[config.mk]
export PLATFORM = sky130hd
export DESIGN_NAME = rtc_calendar_snap
export DESIGN_NICKNAME = d
export VERILOG_FILES = /design/src/rtl/rtc_snap_pkg.sv /design/src/rtl/rtc_bcd_step.sv /design/src/rtl/rtc_time_advance.sv /design/src/rtl/rtc_host_regs.sv /design/src/rtl/rtc_calendar_snap.sv
export SDC_FILE = /design/constraint.sdc
export NUM_CORES = 1
export LEC_CHECK = 0
export ABC_AREA = 1
export CAP_MARGIN = 10
export CORE_AREA = 2 2 93 162
export CTS_CLUSTER_SIZE = 20
export DETAILED_ROUTE_END_ITERATION = 6
export DIE_AREA = 0 0 95 164
export GPL_TIMING_DRIVEN = 0
export PLACE_DENSITY = 0.69
export SYNTH_ARGS = -nofsm -noshare
export SYNTH_HDL_FRONTEND = slang
export SYNTH_SLANG_ARGS = --single-unit
[constraint.sdc]
create_clock -name clk -period 4.8 [get_ports clk]
set_input_delay 0.48 -clock clk [delete_from_list [all_inputs] [get_ports clk]]
set_output_delay 0.48 -clock clk [all_outputs]
set_load 0.02 [all_outputs]
[src/rtl/rtc_snap_pkg.sv]
// Shared constants, types and field tables for the BCD calendar clock.
// Assumes seven time fields, each held as one packed BCD byte, and places
// field i at window offset i+1 with the control byte at offset 0.
package rtc_snap_pkg;

    localparam int NUM_FIELDS = 7;
    localparam int ADDR_W     = $clog2(NUM_FIELDS + 1);
    localparam int BYTE_W     = 8;
    localparam int CAL_W      = 5;

    // Field indices (low to high significance of the carry chain)
    localparam int F_SEC   = 0;
    localparam int F_MIN   = 1;
    localparam int F_HOUR  = 2;
    localparam int F_DOW   = 3;
    localparam int F_DATE  = 4;
    localparam int F_MONTH = 5;
    localparam int F_YEAR  = 6;

    // Control byte bit positions
    localparam int CTRL_WR_BIT   = 7;
    localparam int CTRL_RD_BIT   = 6;
    localparam int CTRL_SIGN_BIT = 5;
    // Stop flag position inside the seconds location
    localparam int STOP_BIT      = 7;

    typedef logic [NUM_FIELDS-1:0][BYTE_W-1:0] time_vec_t;

    // Bits that exist in each field
    function automatic logic [BYTE_W-1:0] field_mask(input int idx);
        case (idx)
            F_SEC, F_MIN: return 8'h7F;
            F_HOUR:       return 8'h3F;
            F_DOW:        return 8'h07;
            F_DATE:       return 8'h3F;
            F_MONTH:      return 8'h1F;
            default:      return 8'hFF;
        endcase
    endfunction

    // Value each field wraps to (also its reset value)
    function automatic logic [BYTE_W-1:0] field_low(input int idx);
        case (idx)
            F_DOW, F_DATE, F_MONTH: return 8'h01;
            default:                return 8'h00;
        endcase
    endfunction

    // Highest value of each field (date is overridden by the month table)
    function automatic logic [BYTE_W-1:0] field_high(input int idx);
        case (idx)
            F_SEC, F_MIN: return 8'h59;
            F_HOUR:       return 8'h23;
            F_DOW:        return 8'h07;
            F_DATE:       return 8'h31;
            F_MONTH:      return 8'h12;
            default:      return 8'h99;
        endcase
    endfunction

    // Field whose wrap increments this field; -1 means the tick itself
    function automatic int field_parent(input int idx);
        case (idx)
            F_SEC:          return -1;
            F_MIN:          return F_SEC;
            F_HOUR:         return F_MIN;
            F_DOW, F_DATE:  return F_HOUR;
            F_MONTH:        return F_DATE;
            default:        return F_MONTH;
        endcase
    endfunction

    // Last date of a month in BCD; years divisible by four are leap years
    function automatic logic [BYTE_W-1:0] days_in_month(input logic [BYTE_W-1:0] mon,
                                                        input logic [BYTE_W-1:0] yr);
        logic leap;
        leap = yr[4] ? (yr[3:0] == 4'd2 || yr[3:0] == 4'd6)
                     : (yr[3:0] == 4'd0 || yr[3:0] == 4'd4 || yr[3:0] == 4'd8);
        case (mon)
            8'h02:                      return leap ? 8'h29 : 8'h28;
            8'h04, 8'h06, 8'h09, 8'h11: return 8'h30;
            default:                    return 8'h31;
        endcase
    endfunction

endpackage

[src/rtl/rtc_bcd_step.sv]
// One packed-BCD digit pair with wrap.
// Combinational. When inc is high the value steps by one. At or above 'high'
// it returns LOW and raises wrap. Using >= rather than == keeps a loaded
// out-of-range value from running away. Assumes each nibble holds a BCD digit.
module rtc_bcd_step #(
    parameter logic [7:0] LOW = 8'h00
) (
    input  logic [7:0] cur,
    input  logic [7:0] high,
    input  logic       inc,
    output logic [7:0] nxt,
    output logic       wrap
);

    // Next value and wrap flag for one field
    always_comb begin
        wrap = inc && (cur >= high);
        if (!inc) begin
            nxt = cur;
        end else if (cur >= high) begin
            nxt = LOW;
        end else if (cur[3:0] >= 4'd9) begin
            nxt = {cur[7:4] + 4'd1, 4'd0};
        end else begin
            nxt = {cur[7:4], cur[3:0] + 4'd1};
        end
    end

endmodule

[src/rtl/rtc_time_advance.sv]
// Full calendar advance across all seven fields, combinational.
// With step high it returns the time one second later. The whole carry path
// (seconds to year, plus day of week) resolves in one cycle. With step low
// the output equals the input. Assumes the input fields hold BCD.
module rtc_time_advance
    import rtc_snap_pkg::*;
(
    input  time_vec_t cur,
    input  logic      step,
    output time_vec_t nxt
);

    logic [NUM_FIELDS-1:0] inc;
    logic [NUM_FIELDS-1:0] wrap;
    logic [BYTE_W-1:0]     month_end;
    logic                  wrap_unused;

    assign month_end   = days_in_month(cur[F_MONTH], cur[F_YEAR]);
    assign wrap_unused = wrap[F_DOW] ^ wrap[F_YEAR];

    for (genvar i = 0; i < NUM_FIELDS; i++) begin : g_fld
        localparam int PAR = field_parent(i);
        logic [BYTE_W-1:0] high;

        if (PAR < 0) begin : g_root
            assign inc[i] = step;
        end else begin : g_child
            assign inc[i] = wrap[PAR];
        end

        if (i == F_DATE) begin : g_date
            assign high = month_end;
        end else begin : g_fixed
            assign high = field_high(i);
        end

        rtc_bcd_step #(
            .LOW(field_low(i))
        ) u_step (
            .cur (cur[i]),
            .high(high),
            .inc (inc[i]),
            .nxt (nxt[i]),
            .wrap(wrap[i])
        );
    end

endmodule

[src/rtl/rtc_host_regs.sv]
// Host-facing register window: control byte, stop flag and seven holding
// registers. A refresh takes priority over a host write to the same field.
// Unused bits are never stored. Commit pulses when a control write clears a
// write-halt bit that was set. Assumes 'refresh' is only raised when no halt
// bit is set.
module rtc_host_regs
    import rtc_snap_pkg::*;
#(
    parameter logic STOP_AT_RESET = 1'b1
) (
    input  logic              clk,
    input  logic              rst_n,
    input  logic              host_sel,
    input  logic              host_wr,
    input  logic [ADDR_W-1:0] host_addr,
    input  logic [BYTE_W-1:0] host_wdata,
    output logic [BYTE_W-1:0] host_rdata,
    input  logic              refresh,
    input  time_vec_t         refresh_val,
    output time_vec_t         hold_q,
    output logic [BYTE_W-1:0] ctrl_q,
    output logic              stop_q,
    output logic              commit
);

    logic wr_ev;

    assign wr_ev  = host_sel && host_wr;
    assign commit = wr_ev && (host_addr == '0) && ctrl_q[CTRL_WR_BIT]
                    && !host_wdata[CTRL_WR_BIT];

    // Control byte storage
    always_ff @(posedge clk) begin
        if (!rst_n) begin
            ctrl_q <= '0;
        end else if (wr_ev && host_addr == '0) begin
            ctrl_q <= host_wdata;
        end
    end

    // Stop flag storage, written through the seconds location
    always_ff @(posedge clk) begin
        if (!rst_n) begin
            stop_q <= STOP_AT_RESET;
        end else if (wr_ev && host_addr == ADDR_W'(F_SEC + 1)) begin
            stop_q <= host_wdata[STOP_BIT];
        end
    end

    for (genvar i = 0; i < NUM_FIELDS; i++) begin : g_hold
        localparam logic [BYTE_W-1:0] MASK = field_mask(i);

        // Holding register: refresh first, then masked host write
        always_ff @(posedge clk) begin
            if (!rst_n) begin
                hold_q[i] <= field_low(i);
            end else if (refresh) begin
                hold_q[i] <= refresh_val[i] & MASK;
            end else if (wr_ev && host_addr == ADDR_W'(i + 1)) begin
                hold_q[i] <= host_wdata & MASK;
            end
        end
    end

    // Read multiplexer over the window
    always_comb begin
        host_rdata = ctrl_q;
        for (int i = 0; i < NUM_FIELDS; i++) begin
            if (host_addr == ADDR_W'(i + 1)) begin
                host_rdata = hold_q[i];
            end
        end
        if (host_addr == ADDR_W'(F_SEC + 1)) begin
            host_rdata[STOP_BIT] = stop_q;
        end
    end

    AST_HALT_FREEZE: assert property (@(posedge clk) disable iff (!rst_n)
        ((ctrl_q[CTRL_WR_BIT] || ctrl_q[CTRL_RD_BIT]) && !(wr_ev && host_addr != '0))
        |=> $stable(hold_q));

    AST_DOW_PAD_ZERO: assert property (@(posedge clk) disable iff (!rst_n)
        (host_addr == ADDR_W'(F_DOW + 1)) |-> (host_rdata[7:3] == 5'd0));

endmodule

[src/rtl/rtc_calendar_snap.sv]
// Top: BCD calendar clock whose live counters sit behind a host-visible
// snapshot. The counters advance on sec_tick unless stopped. A commit loads
// them from the holding registers and wins over a tick in the same cycle.
// The snapshot refreshes on each tick while neither halt bit is set.
// Assumes sec_tick is a one-cycle pulse in the clk domain.
module rtc_calendar_snap
    import rtc_snap_pkg::*;
#(
    parameter logic STOP_AT_RESET = 1'b1
) (
    input  logic              clk,
    input  logic              rst_n,
    input  logic              sec_tick,
    input  logic              host_sel,
    input  logic              host_wr,
    input  logic [ADDR_W-1:0] host_addr,
    input  logic [BYTE_W-1:0] host_wdata,
    output logic [BYTE_W-1:0] host_rdata,
    output logic [CAL_W-1:0]  cal_magnitude,
    output logic              cal_speedup
);

    time_vec_t         live_q;
    time_vec_t         adv;
    time_vec_t         hold;
    logic [BYTE_W-1:0] ctrl;
    logic              stop;
    logic              commit;
    logic              step;
    logic              refresh;

    assign step    = sec_tick && !stop;
    assign refresh = sec_tick && !ctrl[CTRL_WR_BIT] && !ctrl[CTRL_RD_BIT];

    assign cal_magnitude = ctrl[CAL_W-1:0];
    assign cal_speedup   = ctrl[CTRL_SIGN_BIT];

    rtc_time_advance u_adv (
        .cur (live_q),
        .step(step),
        .nxt (adv)
    );

    rtc_host_regs #(
        .STOP_AT_RESET(STOP_AT_RESET)
    ) u_regs (
        .clk        (clk),
        .rst_n      (rst_n),
        .host_sel   (host_sel),
        .host_wr    (host_wr),
        .host_addr  (host_addr),
        .host_wdata (host_wdata),
        .host_rdata (host_rdata),
        .refresh    (refresh),
        .refresh_val(adv),
        .hold_q     (hold),
        .ctrl_q     (ctrl),
        .stop_q     (stop),
        .commit     (commit)
    );

    for (genvar i = 0; i < NUM_FIELDS; i++) begin : g_live
        // Live counter field: commit load, else one-second advance
        always_ff @(posedge clk) begin
            if (!rst_n) begin
                live_q[i] <= field_low(i);
            end else if (commit) begin
                live_q[i] <= hold[i];
            end else begin
                live_q[i] <= adv[i];
            end
        end
    end

    AST_STOP_FREEZE: assert property (@(posedge clk) disable iff (!rst_n)
        (stop && !commit) |=> $stable(live_q));

    AST_REFRESH_SYNC: assert property (@(posedge clk) disable iff (!rst_n)
        refresh |=> (hold == live_q));

    AST_SEC_ROLL: assert property (@(posedge clk) disable iff (!rst_n)
        (sec_tick && !stop && !commit && live_q[F_SEC] == 8'h59)
        |=> (live_q[F_SEC] == 8'h00));

    AST_COMMIT_LOAD: assert property (@(posedge clk) disable iff (!rst_n)
        commit |=> (live_q == $past(hold)));

endmodule

# Word level (Yosys, flattened, before mapping)
# Cells that the tools add are included.
# word_totals
register_bits,107
in_bits,16
output_inout_bits,14
# classes
n_addsub,14
magnitude_cmp,14
n_eq_ne,16
muxes,53
reduce_logical,53
# ops
operator,n
$mux W8,37
$add A4 B1 Y4 const B,14
$ge A4 B4 Y1 const B,7
$mux W7,4
$mux W6,4
$reduce_bool A2 Y1,12
$logic_and A1 B1 Y1,19
$reduce_bool A3 Y1,6
$eq A8 B3 Y1 const B,2
$ge A8 B7 Y1 const B,2
$pmux W8 S2,1
$eq A3 B3 Y1 const B,4
$reduce_and A2 Y1,6
$mux W5,2
$eq A4 B3 Y1 const B,2
$eq A8 B2 Y1 const B,1
$eq A8 B4 Y1 const B,1
$eq A8 B5 Y1 const B,1
$ge A8 B3 Y1 const B,1
$ge A8 B5 Y1 const B,1
$ge A8 B6 Y1 const B,1
$ge A8 B8 Y1,1
$ge A8 B8 Y1 const B,1
$eq A3 B2 Y1 const B,2
10 further kinds,18

# Logic depth before layout (Yosys ltp)
# logic_depth
word_depth,11
depth_mapped,19

# Hierarchy
# From an unflattened synthesis, not the netlist that was laid out.
# hier_totals
hier_cells,1490
area_unflattened_um2,9270.1
# by_module_without_submodules
module,n_inst,cells_each,area_per_inst_um2
rtc_host_regs,1,391,2696.3
rtc_bcd_step at u_adv.g_fld[0].u_step ...,4,102,598.1
rtc_calendar_snap,1,352,2339.7
rtc_bcd_step at u_adv.g_fld[3].u_step ...,3,102,558.0
rtc_time_advance,1,33,167.7

# Worst setup path after synthesis
# Ideal clock, no wire load.
# synth_path
kind,reg-to-reg
from,reg live_q[40] (netlist name)
to,reg live_q[46] (netlist name)
arrival_ps,2355
path_slack_ps,2375
path_stages_with_launch,18
period_less_slack_ps,2425
path_cell_list,dfxtp_1 -> inv_1 -> ha_1 -> o21ai_0 -> o21ai_0 -> a32oi_1 -> nor2_1 -> a31oi_1 -> ha_1 -> inv_1 -> nor2_1 -> nand3_1 -> nand3_2 -> inv_1 -> nor2_4 -> o21ai_0 -> nand3_1 -> a21oi_1
# synth_between
elab_chain_len,7
# synth_rtl
item,line,text
"start, declared",rtc_calendar_snap.sv:23,time_vec_t live_q;
"start signal, assigned by index",rtc_calendar_snap.sv:66,live_q[i] <= field_low(i);
"start signal, assigned by index",rtc_calendar_snap.sv:68,live_q[i] <= hold[i];
"start signal, assigned by index",rtc_calendar_snap.sv:70,live_q[i] <= adv[i];
"$eq A8 B3 Y1, or another cell as far along",rtc_snap_pkg.sv:79,case (mon)
$reduce_or A4 Y1,rtc_snap_pkg.sv:79,
$pmux W8 S2,rtc_snap_pkg.sv:79,
$ge A8 B8 Y1,rtc_bcd_step.sv:17,wrap = inc && (cur >= high);
$logic_and A1 B1 Y1,rtc_bcd_step.sv:17,
$reduce_bool A2 Y1 (no source line),n/a,
$reduce_and A2 Y1 (no source line),n/a,
# Several ways; a longest one is shown, not always the timed one. The select of a mux whose other input is x is not followed.
# A chain may end at the register's enable or synchronous reset.

# Final worst setup path
# layout_path
from,in host_addr[0]
to,out host_rdata[4]
# layout_between
elab_chain_len,8
# layout_rtl
item,line,text
"start, declared",rtc_calendar_snap.sv:16,"input logic [ADDR_W-1:0] host_addr,"
$eq A3 B1 Y1,rtc_host_regs.sv:69,if (host_addr == ADDR_W'(i + 1)) begin
$mux W8 (6 in series),rtc_host_regs.sv:69,
$mux W8 (*),rtc_host_regs.sv:69,
"end, declared",rtc_calendar_snap.sv:18,"output logic [BYTE_W-1:0] host_rdata,"
# Mark *: on every way between the ends. The rest lies on a longest branch, timed or not.

==> metrics.md <==
| Metric | Value |
|---|---|
| Status | `finished, final reports clean` |
| CTS resizes | `0` |
| Final core occ | `54.3%` |
| Worst setup path category | `input pin to output port` |
| Cts bufs inserted | `9` |
| Largest family of logic cells by synthesized area | `simple AND/OR/NAND/NOR gates` |
| Post-Synth Simple-Gate Area | `29.0%` |
| Compound-cell area share of the yosys netlist | `18.4%` |
| Synth area leader | `dfxtp_1` |
| Post-DP HPWL | `16,700 um` |
| R2R cell count | `17` |
| Die area | `between 0.015 and 0.02 sq mm` |
| Register-to-register setup slack | `around 1.7 ns` |
| Crit path arrival time | `3.28 ns` |
| Drt total wl | `between 20,000 and 25,000 um` |
| Clock latency on the worst-skew pair | `0.36 ns` |
| DR vias | `6,979` |
| Placement Setup Slack | `1.09 ns` |
| Number of global-route vias before repair | `about 6,600` |
| Slew headroom | `29.6%` |
| EDFF count, synth | `0` |
| Clk Tree Root Cell | `clkbuf_16` |
| Placer Congestion | `0.983` |
| Largest net degree at the start of global routing | `18` |
| CTS max path bufs | `2` |
| Worst setup SP type | `input pin` |
| Fillers | `1,455` |
| Yosys top cell area share | `30.7%` |
| Nets@finish | `1,167` |
| Register area share after synthesis | `slightly above 30%` |
| IO Port Bufs | `28` |
| Hold_buf cts | `0` |
| Worst hold path endpoint | `live_q[23]` |
| Layout cells sized above 1 | `6.65%` |
| Via-to-Cell Ratio | `5.40` |
| HP Class | `flip-flop to flip-flop` |
| Global route overflow | `0` |
| Tcrit/Tclk final | `78.4%` |
| DRT iter0 DRCs | `around 420` |
| Cell Rows | `58` |
| Hold Crit Depth | `2` |
| Antenna diodes | `0` |
| TritonCTS sink count | `107` |
| First-pass DRT Iterations | `5` |
| Top_reg_cell synth | `dfxtp_1` |
| H-tree Lvls | `3` |
| Cell with the most instances after synthesis | `nand2_1` |
| Synth Net Count | `1,128` |
| DRC Markers | `0` |
| Mapped Area | `0.00698 sq mm` |
| Final Slew Violations | `0` |
| Post-CTS Setup Inserts | `0` |
| Required @ worst endpoint | `4.32 ns` |
| WL per Instance | `around 17 um` |
| Hold slack | `around 0.44 ns` |
| Max Fanout on Critical Path | `6` |
| Post-synthesis cell count | `between 1,000 and 1,500` |
| Post-DP Area | `between 0.007 and 0.008 sq mm` |
| CP Capture Type | `output port` |
| Synth area leaders | `dfxtp_1 (31%), nand2_1 (13%), inv_1 (8.0%), ha_1 (7.7%), o21ai_0 (7.1%)` |
| Endpoints failing setup | `0` |
| FF+latch count, synth | `roughly 110` |
| Power Dens Cells | `238 mW/mm^2` |
| Hold path startpoint | `live_q[23]` |
| Max IR drop VDD | `0.185 mV` |
| Post-synthesis mux area share | `0%` |
| Xor/xnor share of the synthesized area | `2.01%` |
| Synthesized-area fraction occupied by adder cells | `7.71%` |
| Library cells used by synthesis | `50` |
| CTS tree | `yes` |
| Initial antenna violation count | `0` |
| Post-Synthesis Mean Instance Area | `6.53 sq um` |
| GRT Total Usage | `between 20 and 30%` |
| YS warnings | `0` |
| Initial Utilization | `48.8%` |
| Ports | `30` |
| Setup Skew | `0.00665 ns` |
| Setup WS post-layout | `slightly above 1 ns` |
| Leading cell types by count after synthesis | `nand2_1 (246), inv_1 (148), dfxtp_1 (107)` |
| Final Cell Area | `about 0.0078 sq mm` |
| RSZ-0062 raised after global routing | `no` |
| Final ANT Viol Nets | `0` |
| Chip Width | `~95 um` |
| MaxCap Viol Count | `0` |
| R2R Path End | `u_regs.hold_q[33]` |
| Slew @ Worst Pin | `1.05 ns` |
| Leak | `roughly 3.7 nW` |
| Async set-reset flop share out of synthesis | `0%` |
| Setup TNS | `0 ns` |
| Reg clk slew, reported paths | `0.07 ns` |
| Final hold violation count | `0` |
| Die Ht | `164 um` |
| Minimum clock period | `approximately 3.8 ns` |
| RR Startpoint | `live_q[41]` |
| Core Region | `0.0143 sq mm` |
| Max Freq | `266 MHz` |
| First-pass GRT wire length | `33,200 um` |
| Area Growth Syn to Fin | `11.3%` |
==> kinds of logic (layout without fill, tap and decap cells) <==
kind of cell | count (synthesis) | count (layout)
flops | 107 | 107
simple gates | 468 | 468
buf+inv | 198 | 242
compound gates | 237 | 237
fa+ha+maj | 43 | 43
xor+xnor | 16 | 16
==> worst max-delay path: stages <==
cell,delay (ns)
clkdlybuf4s50_1,0.58
inv_1,0.10
nor3_1,0.57
nand2_1,0.10
a21oi_1,0.29
nor2_1,0.10
o221ai_1,0.21
nand3_1,0.16
nand2_1,0.09
clkdlybuf4s50_1,0.60
==> area by class of cell <==
type                            count  area (sq um)  share of cell area, %
Clock inverter                      6          41.3                  0.532
Clock buffer                       10           239                   3.08
Multi-Input combinational cell    764          3990                   51.3
Tap cell                          180           225                   2.90
Inverter                          155           582                   7.49
Sequential cell                   107          2140                   27.6
Buffer                             43           273                   3.51
Timing Repair Buffer               28           280                   3.61
==> state kept, by name, indices dropped and copies added (netlist names) <==
signal and cells:
u_regs.stop_q 1, u_regs.hold_q 42, live_q 56, u_regs.ctrl_q 8
==> stage by stage <==
stage / power [mW] / cells
detailed placement: 1.14 / 1277
global route: 1.91 / 1293
CTS: 1.85 / 1293
floorplan: 1.06 / 1069
global placement: 1.14 / 1277
finish: 1.85 / 1293
==> worst max path at each step <==
stage	startpoint	end	slack [ns]	cells past startpoint
CTS	host_addr[0]	host_rdata[4]	1.09	10
detailed placement	host_addr[0]	host_rdata[4]	1.09	10
global route	host_addr[2]	host_rdata[1]	0.85	13
floorplan	live_q[40]	live_q[46]	2.37	17
finish	host_addr[0]	host_rdata[4]	1.04	10
global placement	host_addr[0]	host_rdata[4]	1.08	10
==> power breakdown <==
group	switching (mW)	total [mW]	leakage, nW	internal [mW]
clock	0.354	0.719	0.130	0.366
sequential	0.0131	0.917	0.866	0.904
combinational	0.143	0.212	2.68	0.0691
==> per-layer routing <==
| metal | global-route usage [%] | wire [um] | vias up |
|---|---|---|---|
| li1 | - | - | 3533 |
| met1 | 29.2 | 8070 | 3187 |
| met2 | 51.0 | 11000 | 172 |
| met3 | 3.72 | 770 | 87 |
| met4 | 19.8 | 1580 | 0 |
| met5 | 0 | 0 | - |
==> cells in the final DEF, fill, tap and decap left out, drive strengths merged, types with 21 or more instances in the layout <==
master / count
a21oi: 87
dfxtp: 107
nor2: 110
ha: 43
o21ai: 115
clkbuf: 31
inv: 154
buf: 21
nand2: 252
clkdlybuf4s50: 28
nand3: 68
(Power assumes the default switching activity.)
